--- src/rtl/stp_pkg.sv ---
package stp_pkg;
  typedef logic [2:0] stp_pos_t;

  typedef struct packed {
    logic a1;
    logic a2;
    logic b1;
    logic b2;
  } stp_phase_t;

  // Even positions energise both windings, odd positions one winding.
  function automatic stp_phase_t stp_decode(input stp_pos_t p);
    stp_phase_t r;
    case (p)
      3'd0: r = 4'b1010;
      3'd1: r = 4'b0010;
      3'd2: r = 4'b0110;
      3'd3: r = 4'b0100;
      3'd4: r = 4'b0101;
      3'd5: r = 4'b0001;
      3'd6: r = 4'b1001;
      default: r = 4'b1000;
    endcase
    return r;
  endfunction
endpackage

--- src/rtl/stp_sync.sv ---
module stp_sync #(
  parameter int W = 4,
  parameter int STAGES = 2,
  parameter logic [W-1:0] INIT = '1
) (
  input  logic         clk,
  input  logic         rst,
  input  logic [W-1:0] d,
  output logic [W-1:0] q
);
  logic [W-1:0] chain [STAGES];

  always_ff @(posedge clk) begin
    if (rst) begin
      for (int i = 0; i < STAGES; i++) chain[i] <= INIT;
    end else begin
      chain[0] <= d;
      for (int i = 1; i < STAGES; i++) chain[i] <= chain[i-1];
    end
  end

  assign q = chain[STAGES-1];
endmodule

--- src/rtl/stp_phase_seq.sv ---
module stp_phase_seq
  import stp_pkg::*;
(
  input  logic     clk,
  input  logic     rst,
  input  logic     advance,
  input  logic     fwd,
  input  logic     full,
  output stp_pos_t pos
);
  stp_pos_t stride;
  stp_pos_t nxt;

  always_comb begin
    // Full steps from a single-phase state only reach the next two-phase state.
    stride = (full && !pos[0]) ? 3'd2 : 3'd1;
    nxt    = fwd ? pos + stride : pos - stride;
  end

  always_ff @(posedge clk) begin
    if (rst) pos <= '0;
    else if (advance) pos <= nxt;
  end
endmodule

--- src/rtl/stp_boost_timer.sv ---
module stp_boost_timer #(
  parameter int CYCLES = 16,
  localparam int CW = $clog2(CYCLES + 1)
) (
  input  logic          clk,
  input  logic          rst,
  input  logic          clear,
  input  logic          load,
  output logic [CW-1:0] cnt,
  output logic          active
);
  always_ff @(posedge clk) begin
    if (rst || clear) cnt <= '0;
    else if (load) cnt <= CW'(CYCLES);
    else if (cnt != '0) cnt <= cnt - 1'b1;
  end

  assign active = (cnt != '0);
endmodule

--- src/rtl/stp_sequencer.sv ---
module stp_sequencer
  import stp_pkg::*;
#(
  parameter int SYNC_STAGES = 2,
  parameter int BOOST_CYCLES = 16
) (
  input  logic clk,
  input  logic rst,
  input  logic step_in,
  input  logic dir_in,
  input  logic full_step_in,
  input  logic inhibit_in,
  output logic ph_a1,
  output logic ph_a2,
  output logic ph_b1,
  output logic ph_b2,
  output logic boost_out
);
  localparam int IN_W = 4;
  localparam int BOOST_W = $clog2(BOOST_CYCLES + 1);

  logic [IN_W-1:0] raw_in, sync_q;
  logic step_s, dir_s, full_s, inh_s;
  logic step_prev, fire;
  stp_pos_t pos;
  logic [BOOST_W-1:0] boost_cnt;
  logic boost_act;
  stp_phase_t ph_q;
  logic boost_q;

  assign raw_in = {step_in, dir_in, full_step_in, inhibit_in};

  stp_sync #(.W(IN_W), .STAGES(SYNC_STAGES), .INIT('1)) u_sync (
    .clk(clk), .rst(rst), .d(raw_in), .q(sync_q)
  );

  assign {step_s, dir_s, full_s, inh_s} = sync_q;

  always_ff @(posedge clk) begin
    if (rst) step_prev <= 1'b1;
    else step_prev <= step_s;
  end

  assign fire = step_prev && !step_s && !inh_s;

  stp_phase_seq u_seq (
    .clk(clk), .rst(rst), .advance(fire), .fwd(dir_s), .full(full_s), .pos(pos)
  );

  stp_boost_timer #(.CYCLES(BOOST_CYCLES)) u_boost (
    .clk(clk), .rst(rst), .clear(inh_s), .load(fire),
    .cnt(boost_cnt), .active(boost_act)
  );

  always_ff @(posedge clk) begin
    if (rst) begin
      ph_q    <= '0;
      boost_q <= 1'b0;
    end else begin
      ph_q    <= inh_s ? '0 : stp_decode(pos);
      boost_q <= boost_act && !inh_s;
    end
  end

  assign ph_a1 = ph_q.a1;
  assign ph_a2 = ph_q.a2;
  assign ph_b1 = ph_q.b1;
  assign ph_b2 = ph_q.b2;
  assign boost_out = boost_q;
endmodule

--- config.mk ---
export PLATFORM = sky130hd
export DESIGN_NAME = stp_sequencer
export DESIGN_NICKNAME = d
export VERILOG_FILES = /design/src/rtl/stp_pkg.sv /design/src/rtl/stp_sync.sv /design/src/rtl/stp_phase_seq.sv /design/src/rtl/stp_boost_timer.sv /design/src/rtl/stp_sequencer.sv
export SDC_FILE = /design/constraint.sdc
export NUM_CORES = 1
export LEC_CHECK = 0
export BUFFER_PORTS_ARGS = -buffer_cell sky130_fd_sc_hd__buf_2
export CAP_MARGIN = 20
export CORE_AREA = 3 3 43 45
export CTS_CLUSTER_SIZE = 20
export DETAILED_ROUTE_END_ITERATION = 16
export DIE_AREA = 0 0 46 48
export PLACE_DENSITY_LB_ADDON = 0.05
export REMOVE_ABC_BUFFERS = 1
export SETUP_SLACK_MARGIN = 0.15
export SYNTH_ARGS = -nofsm -noshare
export SYNTH_HDL_FRONTEND = slang
export SYNTH_SLANG_ARGS = --single-unit
--- constraint.sdc ---
create_clock -name clk -period 2.95 [get_ports clk]
set_clock_uncertainty 0.1 [all_clocks]
set_input_delay 0.59 -clock clk [delete_from_list [all_inputs] [get_ports clk]]
set_output_delay 0.59 -clock clk [all_outputs]
set_load 0.01 [all_outputs]
==> impl_metrics.json, run 1 <==
{
  "wire_per_inst_um": 10.08,
  "setup.worst_path.class": "flop to flop",
  "drt-initial-drc-count": 0,
  "place_congestion": 0.7687,
  "cts-buffers-inserted": 3,
  "route.vias.total": 553,
  "synth_area_leaders": "sky130_fd_sc_hd__dfxtp_1 55%, sky130_fd_sc_hd__or2_2 7.1%, sky130_fd_sc_hd__a21oi_1 4.4%",
  "yosys.area_share.adder_pct": 5.660,
  "floorplan.die_area_um2": 2208,
  "global_route.usage.total_pct": 13.15,
  "dominantRegCellSynth": "sky130_fd_sc_hd__dfxtp_1",
  "yosysSeqAreaShare_pct": 55.35,
  "antenna_left": 0,
  "tritoncts": "yes",
  "clockRootBuffer": "sky130_fd_sc_hd__clkbuf_4",
  "async_reset_ff_share_pct": 0,
  "timing.slew.headroom_pct": 78.56,
  "vdd_drop_max_mv": 0.4884,
  "detail_route.first_pass.iterations": 1,
  "worst-r2r-setup-slack_ns": 0.95,
  "powerDensity_nw_per_um2": 541.5,
  "ff2ff_path_depth": 6,
  "hold_path.startpoint": "u_sync.chain[0][0]$_SDFF_PP1_",
  "initial_utilization_pct": 52.82,
  "setup_viol": 0,
  "setup_repair_after_global_routing_missed_its_margin": "false",
  "crit_path_end_kind": "flop",
  "rr_endpoint": "u_seq.pos[2]$_SDFFE_PP0P_",
  "timing.hold.worst.class": "flop to flop",
  "final_net_count": 101,
  "drc": 0,
  "postCtsResizedCells": 0,
  "cts.sink_count": 22,
  "cts_max_path_buffers": 2,
  "synthMostInstantiatedCell": "sky130_fd_sc_hd__dfxtp_1",
  "synth_edf_count": 0,
  "postSynthAreaPerCell_um2": 10.07,
  "count_of_state_elements_after_synthesis": 22,
  "final_min_period_over_clock_period_pct": 67.73,
  "cellLeakagePower_uw": 0.0003560,
  "finalCoreUtilization_pct": 59.30,
  "boundaryPins": 11,
  "worst_hold_path.num_cells": 1,
  "synthXorXnorAreaFrac_pct": 3.302,
  "grt_total_ovfl": 0,
  "grt_max_degree": 15,
  "wire_length_of_the_first_global_routing_pass_mm": 1.980,
  "yosys.area.top_type": "sky130_fd_sc_hd__dfxtp_1",
  "post_synth_most_frequent_cells": "22 x sky130_fd_sc_hd__dfxtp_1, 9 x sky130_fd_sc_hd__or2_2, 7 x sky130_fd_sc_hd__a21oi_1",
  "die_x_um": 46,
  "clock.fmax_mhz": 500.5,
  "postCtsSetupBuffers": 0,
  "placed_wire_length_estimate_um": 782.8,
  "fp.dieH_um": 48,
  "layout-drive-gt1-share_pct": 26.37,
  "critPathArrivalTime_ns": 2.15,
  "critPathMaxStageDelay_ns": 0.40,
  "fin_tns_setup_ns": 0,
  "synth_top_family_by_area": "simple AND/OR/NAND/NOR gates",
  "post_synth_inst_count": 79,
  "worst_pin_slew_ns": 0.3209,
  "core_region_area_um2": 1506,
  "max_cap_violations": 0,
  "hold-path-endpoint": "u_sync.chain[0][4]$_SDFF_PP1_",
  "finalWirelength_mm": 1.079,
  "first_global_vias": 477,
  "flow.area_growth_from_synthesis_pct": 12.26,
  "final.min_clock_period_ns": 1.998,
  "cts_htree_levels": 1,
  "critical_path.max_fanout": 7,
  "portBuffers": 10,
  "rows": 14,
  "list_of_cells_traversed_by_the_critical_path": "nand2b_1, ha_1, fa_1, xor2_1, or4_1, a21oi_1",
  "synth.mux.area_fraction_pct": 0,
  "synth_top_area_share_pct": 55.35,
  "synth_area_in_compound_gates_pct": 10.69,
  "critPathRequiredTime_ns": 3.10,
  "post_synth_and_or_nand_nor_area_fraction_pct": 22.48,
  "grt_antenna_before_repair": 0,
  "synthDistinctLibCells": 24,
  "post_drt_via_cell_ratio": 5.168,
  "report.final.hold_viol_count": 0,
  "number_of_buffers_inserted_for_hold_repair_after_clock_tree_synthesis": 0,
  "clock_input_transition_at_the_sequential_cells_of_the_worst_setup_and_hold_paths_ns": 0.11,
  "final_max_slew_viol_count": 0,
  "insertedDiodeCount": 0,
  "regToRegStartpoint": "u_seq.pos[0]$_SDFFE_PP0P_",
  "timing.critical_path.from_type": "flop",
  "synthesis.area_um2": 795.8,
  "cp_slowest_cell": "sky130_fd_sc_hd__or4_1",
  "status": "finished clean",
  "worstSkewPairLatency_ns": 0.30,
  "ys.warnings.count": 0
}
worst max path at each step:
stage	from	endpoint	cells after the start
2_1_floorplan	u_seq.pos[0]$_SDFFE_PP0P_	u_seq.pos[2]$_SDFFE_PP0P_	6
3_3_place_gp	u_seq.pos[0]$_SDFFE_PP0P_	u_seq.pos[2]$_SDFFE_PP0P_	6
3_5_place_dp	u_seq.pos[0]$_SDFFE_PP0P_	u_seq.pos[2]$_SDFFE_PP0P_	6
4_1_cts	u_seq.pos[0]$_SDFFE_PP0P_	u_seq.pos[2]$_SDFFE_PP0P_	6
5_1_grt	u_seq.pos[0]$_SDFFE_PP0P_	u_seq.pos[2]$_SDFFE_PP0P_	6
6_report	u_seq.pos[0]$_SDFFE_PP0P_	u_seq.pos[2]$_SDFFE_PP0P_	6
where the power goes:
part           switching [µW]  leakage [µW]  internal (µW)  total, µW
combinational            7.90      0.000156           8.75       16.7
clock                    85.5     0.0000210           75.3        161
sequential               2.75      0.000179            303        306
metrics by stage:
step	power, µW	cell area (µm²)	hold WS, ns	worst slack, ns	std cells
floorplan	322.6	787.0	0.2895	1.071	77
global placement	329.9	857.1	0.2915	1.030	103
detailed placement	330.3	857.1	0.2938	0.9782	103
CTS	492.7	893.4	0.3219	0.9492	107
global route	510.6	893.4	0.3344	0.7735	107
finish	483.7	893.4	0.3193	0.9519	107
layout make-up:
cell class              count  area [µm²]
well taps                  16       20.02
clock buffers               4       36.28
repair buffers             10       50.05
fillers                   135       613.1
inverters                   3       11.26
flip-flops and latches     22       440.4
multi-input cells          52       335.3
critical path, delay by kind of cell, from the launching register on:
kind / cells / cell delay (ns)
and+or+nand+nor: 2 / 0.58
adders and majority gates: 2 / 0.58
DFF: 1 / 0.38
xor gates and xnor gates: 1 / 0.16
AOI/OAI and AO/OA: 1 / 0.14
flip-flops by register name (all words and copies together) (netlist names):
register / count
u_sync.chain: 8
u_seq.pos: 3
boost_out: 1
ph_a2: 1
ph_a1: 1
step_prev: 1
ph_b1: 1
ph_b2: 1
u_boost.cnt: 5
per-layer routing:
metal	global-route usage [%]	wire, µm	up-vias
met5	0	0	-
met4	6.818	22	0
met3	6.767	74	4
met1	15.49	502	246
li1	-	-	289
met2	19.51	480	14
cell families (layout without fill, tap and decap cells):
family	Yosys count	count (layout)
adder cells (fa/ha/maj)	3	3
buffers and inverters	5	17
AND/OR/NAND/NOR	32	32
flip-flops	22	22
AO/OA/AOI/OAI	14	14
XOR/XNOR	3	3
layout by cell type (no fill, tap or decap):
cell type and n:
sky130_fd_sc_hd__a211oi_1 2, sky130_fd_sc_hd__a211oi_2 1, sky130_fd_sc_hd__a21oi_1 7, sky130_fd_sc_hd__and2_1 1, sky130_fd_sc_hd__buf_2 10, sky130_fd_sc_hd__clkbuf_4 3, sky130_fd_sc_hd__clkbuf_8 1, sky130_fd_sc_hd__dfxtp_1 22
sky130_fd_sc_hd__fa_1 1, sky130_fd_sc_hd__ha_1 2, sky130_fd_sc_hd__inv_1 3, sky130_fd_sc_hd__nand2_1 4, sky130_fd_sc_hd__nand2b_1 4, sky130_fd_sc_hd__nand3_1 1, sky130_fd_sc_hd__nor2_1 6, sky130_fd_sc_hd__nor3_1 2
sky130_fd_sc_hd__nor3b_1 2, sky130_fd_sc_hd__o21ai_0 3, sky130_fd_sc_hd__o31ai_1 1, sky130_fd_sc_hd__or2_1 1, sky130_fd_sc_hd__or2_2 9, sky130_fd_sc_hd__or4_1 1, sky130_fd_sc_hd__or4b_1 1, sky130_fd_sc_hd__xnor2_1 2
sky130_fd_sc_hd__xor2_1 1
(Power assumes the default switching activity.)
==> run 2: changes to the inputs <==
- ABC_AREA: unset -> 1
- CORE_AREA: 3 3 43 45 -> 3 3 47 49
- DIE_AREA: 0 0 46 48 -> 0 0 50 52
- clock period: 2.95 -> 1.8 ns (I/O delays scaled with it)
==> impl_metrics.json, run 2 <==
{
  "final_net_count": 119,
  "fp.dieH_um": 52,
  "cpMostUsedCell": "sky130_fd_sc_hd__nand2_1",
  "drt-initial-drc-count": 5,
  "post-route-worst-setup-slack_ns": 0.2589,
  "crit_path_end_kind": "flop",
  "dpl-instance-area_um2": 933.4,
  "detail_route.first_pass.iterations": 4,
  "list_of_cells_traversed_by_the_critical_path": "inv_2, nand2_1, ha_2, fa_2, inv_1, nand2_1, nand2_2, nand3_1, nand2_1, nor2_1",
  "post_synth_inst_count": 96,
  "placed_wire_length_estimate_um": 896.2,
  "synthMostInstantiatedCell": "sky130_fd_sc_hd__dfxtp_1",
  "finalWirelength_mm": 1.219,
  "critPathRequiredTime_ns": 1.90,
  "fin_tns_setup_ns": 0,
  "postCtsResizedCells": 0,
  "internal-power_uw": 633.8,
  "finalInstanceArea_um2": 978.4,
  "place_inst": 132,
  "final_min_period_over_clock_period_pct": 85.62,
  "status": "finished clean",
  "yosysSeqAreaShare_pct": 51.54,
  "synth_edf_count": 0,
  "final.min_clock_period_ns": 1.541,
  "post_synth_most_frequent_cells": "22 x sky130_fd_sc_hd__dfxtp_1, 19 x sky130_fd_sc_hd__nand2_1, 13 x sky130_fd_sc_hd__inv_1",
  "cts.sink_count": 22,
  "rr_endpoint": "u_seq.pos[2]$_SDFFE_PP0P_",
  "grt_antenna_before_repair": 0,
  "portBuffers": 10,
  "wire_length_of_the_first_global_routing_pass_mm": 2.277,
  "routed-wl-met3_um": 66,
  "first_global_vias": 546,
  "register_area_um2": 441.7,
  "ff2ff_path_depth": 10,
  "worst-r2r-setup-slack_ns": 0.26,
  "setup_viol": 0,
  "timing.critical_path.max_delay_family": "adder cells",
  "worst-path-buf-inv": 2,
  "layout_commonest_cell": "sky130_fd_sc_hd__dfxtp_1",
  "fillerInstances": 192,
  "worstSkewPairLatency_ns": 0.29,
  "timing.slew.headroom_pct": 85.59,
  "place_congestion": 0.7387,
  "critical_path.max_fanout": 4,
  "grt_total_ovfl": 0,
  "global_route.usage.total_pct": 11.40,
  "report.final.hold_viol_count": 0,
  "route.vias.total": 608,
  "switching_share_pct": 20.14,
  "clock_input_transition_at_the_sequential_cells_of_the_worst_setup_and_hold_paths_ns": 0.12,
  "clock.fmax_mhz": 648.9,
  "regToRegStartpoint": "u_seq.pos[0]$_SDFFE_PP0P_",
  "maxUsedRoutingLayer": "met3",
  "largest-register": "u_sync.chain",
  "cts-buffers-inserted": 3,
  "setup.worst_path.class": "flop to flop",
  "timing.hold.worst.class": "input pin to flop",
  "final_cells": 136,
  "wl_met1_um": 589,
  "timing.critical_path.from_type": "flop",
  "vdd_drop_max_mv": 0.4665,
  "synth_area_leaders": "sky130_fd_sc_hd__dfxtp_1 52%, sky130_fd_sc_hd__nand2_1 8.3%, sky130_fd_sc_hd__inv_1 5.7%",
  "wl_met2_um": 563,
  "switching_power_uw": 159.8,
  "insertedDiodeCount": 0,
  "number_of_buffers_inserted_for_hold_repair_after_clock_tree_synthesis": 0,
  "clockRootBuffer": "sky130_fd_sc_hd__clkbuf_4",
  "boundaryPins": 11,
  "clock_power_share_pct": 33.0,
  "antenna_left": 0,
  "async_reset_ff_share_pct": 0,
  "synthDistinctLibCells": 24,
  "synth_top_area_share_pct": 51.54,
  "die_x_um": 50,
  "cp_slowest_cell": "sky130_fd_sc_hd__dfxtp_2",
  "powerDensity_nw_per_um2": 811.1,
  "max_cap_violations": 0,
  "multi_input_comb_area_um2": 364.1,
  "largest_registers": "u_sync.chain: 8 flops, u_boost.cnt: 5 flops, u_seq.pos: 3 flops",
  "hold-path-endpoint": "u_sync.chain[0][2]$_SDFF_PP1_",
  "synthesis.area_um2": 854.6,
  "floorplan.die_area_um2": 2600,
  "grt_max_degree": 13,
  "worst_hold_path.num_cells": 2,
  "dominantRegCellSynth": "sky130_fd_sc_hd__dfxtp_1",
  "initial_utilization_pct": 44.93,
  "critPathMaxStageDelay_ns": 0.36,
  "tritoncts": "yes",
  "ys.warnings.count": 0,
  "postSynthAreaPerCell_um2": 8.902,
  "flow.area_growth_from_synthesis_pct": 14.49,
  "setup_repair_after_global_routing_missed_its_margin": "false",
  "max_ffs_per_register": 8,
  "combPwrFrac_pct": 3.8,
  "core_region_area_um2": 1902,
  "critPathArrivalTime_ns": 1.64,
  "cts_max_path_buffers": 2,
  "layout-drive-gt1-share_pct": 28.44,
  "hold_path.startpoint": "dir_in",
  "yosys.area.top_type": "sky130_fd_sc_hd__dfxtp_1",
  "count_of_state_elements_after_synthesis": 22,
  "wire_per_inst_um": 8.963,
  "postCtsSetupBuffers": 0,
  "drc": 0,
  "rows": 16,
  "worst_setup_slack_post_dpl_ns": 0.1963,
  "layout.cells.most_common_list": "21 x sky130_fd_sc_hd__dfxtp_1, 18 x sky130_fd_sc_hd__nand2_1, 12 x sky130_fd_sc_hd__inv_1, 10 x sky130_fd_sc_hd__buf_2, 7 x sky130_fd_sc_hd__or2_1",
  "power_uw": 793.6,
  "cellLeakagePower_uw": 0.0004368,
  "post_drt_via_cell_ratio": 4.471,
  "power_frac_seq_pct": 63.2,
  "final_max_slew_viol_count": 0,
  "worst_pin_slew_ns": 0.2159,
  "cts_htree_levels": 1
}
run 2: cell types whose count changed after synthesis, sizes merged, moves of 2 or more:
cell	previous run	this run
nand2	4	22
or2	10	8
nand2b	4	0
nand4	0	2
inv	3	14
nor3	2	0
a211oi	3	0
nor3b	2	0
nand3	1	4
o22ai	0	2
o21ai	3	0
nor2	6	8
run 2: logic make-up after synthesis:
| logic type | share of synthesized area (%) |
|---|---|
| XOR/XNOR | 1.025 |
| AO/OA/AOI/OAI | 7.614 |
| AND/OR/NAND/NOR | 27.82 |
| flip-flops | 51.54 |
| adder cells (fa/ha/maj) | 5.270 |
| buffers and inverters | 6.734 |
run 2: power by group through the flow:
stage | registers, µW | logic (µW) | clock network (µW)
global placement | 512 | 28.9 | 0
finish | 501 | 30.1 | 262
floorplan | 513 | 17.1 | 0
global route | 503 | 34.9 | 294
CTS | 502 | 30.0 | 273
detailed placement | 513 | 30.0 | 0
run 2: cell type report:
cell class,instances,share of cell area (%)
inverters,14,5.371
clock buffers,4,3.708
flip-flops and latches,22,45.14
well taps,27,3.453
multi-input cells,59,37.21
repair buffers,10,5.115
run 2: worst max-delay path by stage:
stage                                    startpoint                   endpoint  slack, ns  depth (start not counted)
after floorplan           u_seq.pos[0]$_SDFFE_PP0P_  u_seq.pos[2]$_SDFFE_PP0P_       0.29                         10
after global placement    u_seq.pos[0]$_SDFFE_PP0P_  u_seq.pos[2]$_SDFFE_PP0P_       0.25                         10
after detailed placement  u_seq.pos[0]$_SDFFE_PP0P_  u_seq.pos[2]$_SDFFE_PP0P_       0.20                         10
after CTS                 u_seq.pos[0]$_SDFFE_PP0P_  u_seq.pos[2]$_SDFFE_PP0P_       0.18                         10
after global routing      u_seq.pos[0]$_SDFFE_PP0P_  u_seq.pos[2]$_SDFFE_PP0P_       0.14                         10
final                     u_seq.pos[0]$_SDFFE_PP0P_  u_seq.pos[2]$_SDFFE_PP0P_       0.26                         10
run 2: layer usage:
layer	vias up	global-route usage (%)
met5	-	0
met4	0	2.765
met3	0	3.438
met2	15	18.70
met1	268	14.54
li1	325	-
run 2: per-stage QoR:
| stage | hold slack (ns) | util [%] |
|---|---|---|
| after CTS | 0.1268 | 50.99 |
| after global placement | 0.2874 | 49.08 |
| after detailed placement | 0.2941 | 49.08 |
| after global routing | 0.1168 | 51.45 |
| after floorplan | 0.2832 | - |
| final | 0.1306 | 51.45 |
run 2: worst reg2reg max path, stage by stage (launching register included):
cell	delay [ns]
sky130_fd_sc_hd__dfxtp_2	0.36
sky130_fd_sc_hd__inv_2	0.06
sky130_fd_sc_hd__nand2_1	0.06
sky130_fd_sc_hd__ha_2	0.18
sky130_fd_sc_hd__fa_2	0.33
sky130_fd_sc_hd__inv_1	0.06
sky130_fd_sc_hd__nand2_1	0.06
sky130_fd_sc_hd__nand2_2	0.07
sky130_fd_sc_hd__nand3_1	0.07
sky130_fd_sc_hd__nand2_1	0.07
sky130_fd_sc_hd__nor2_1	0.03
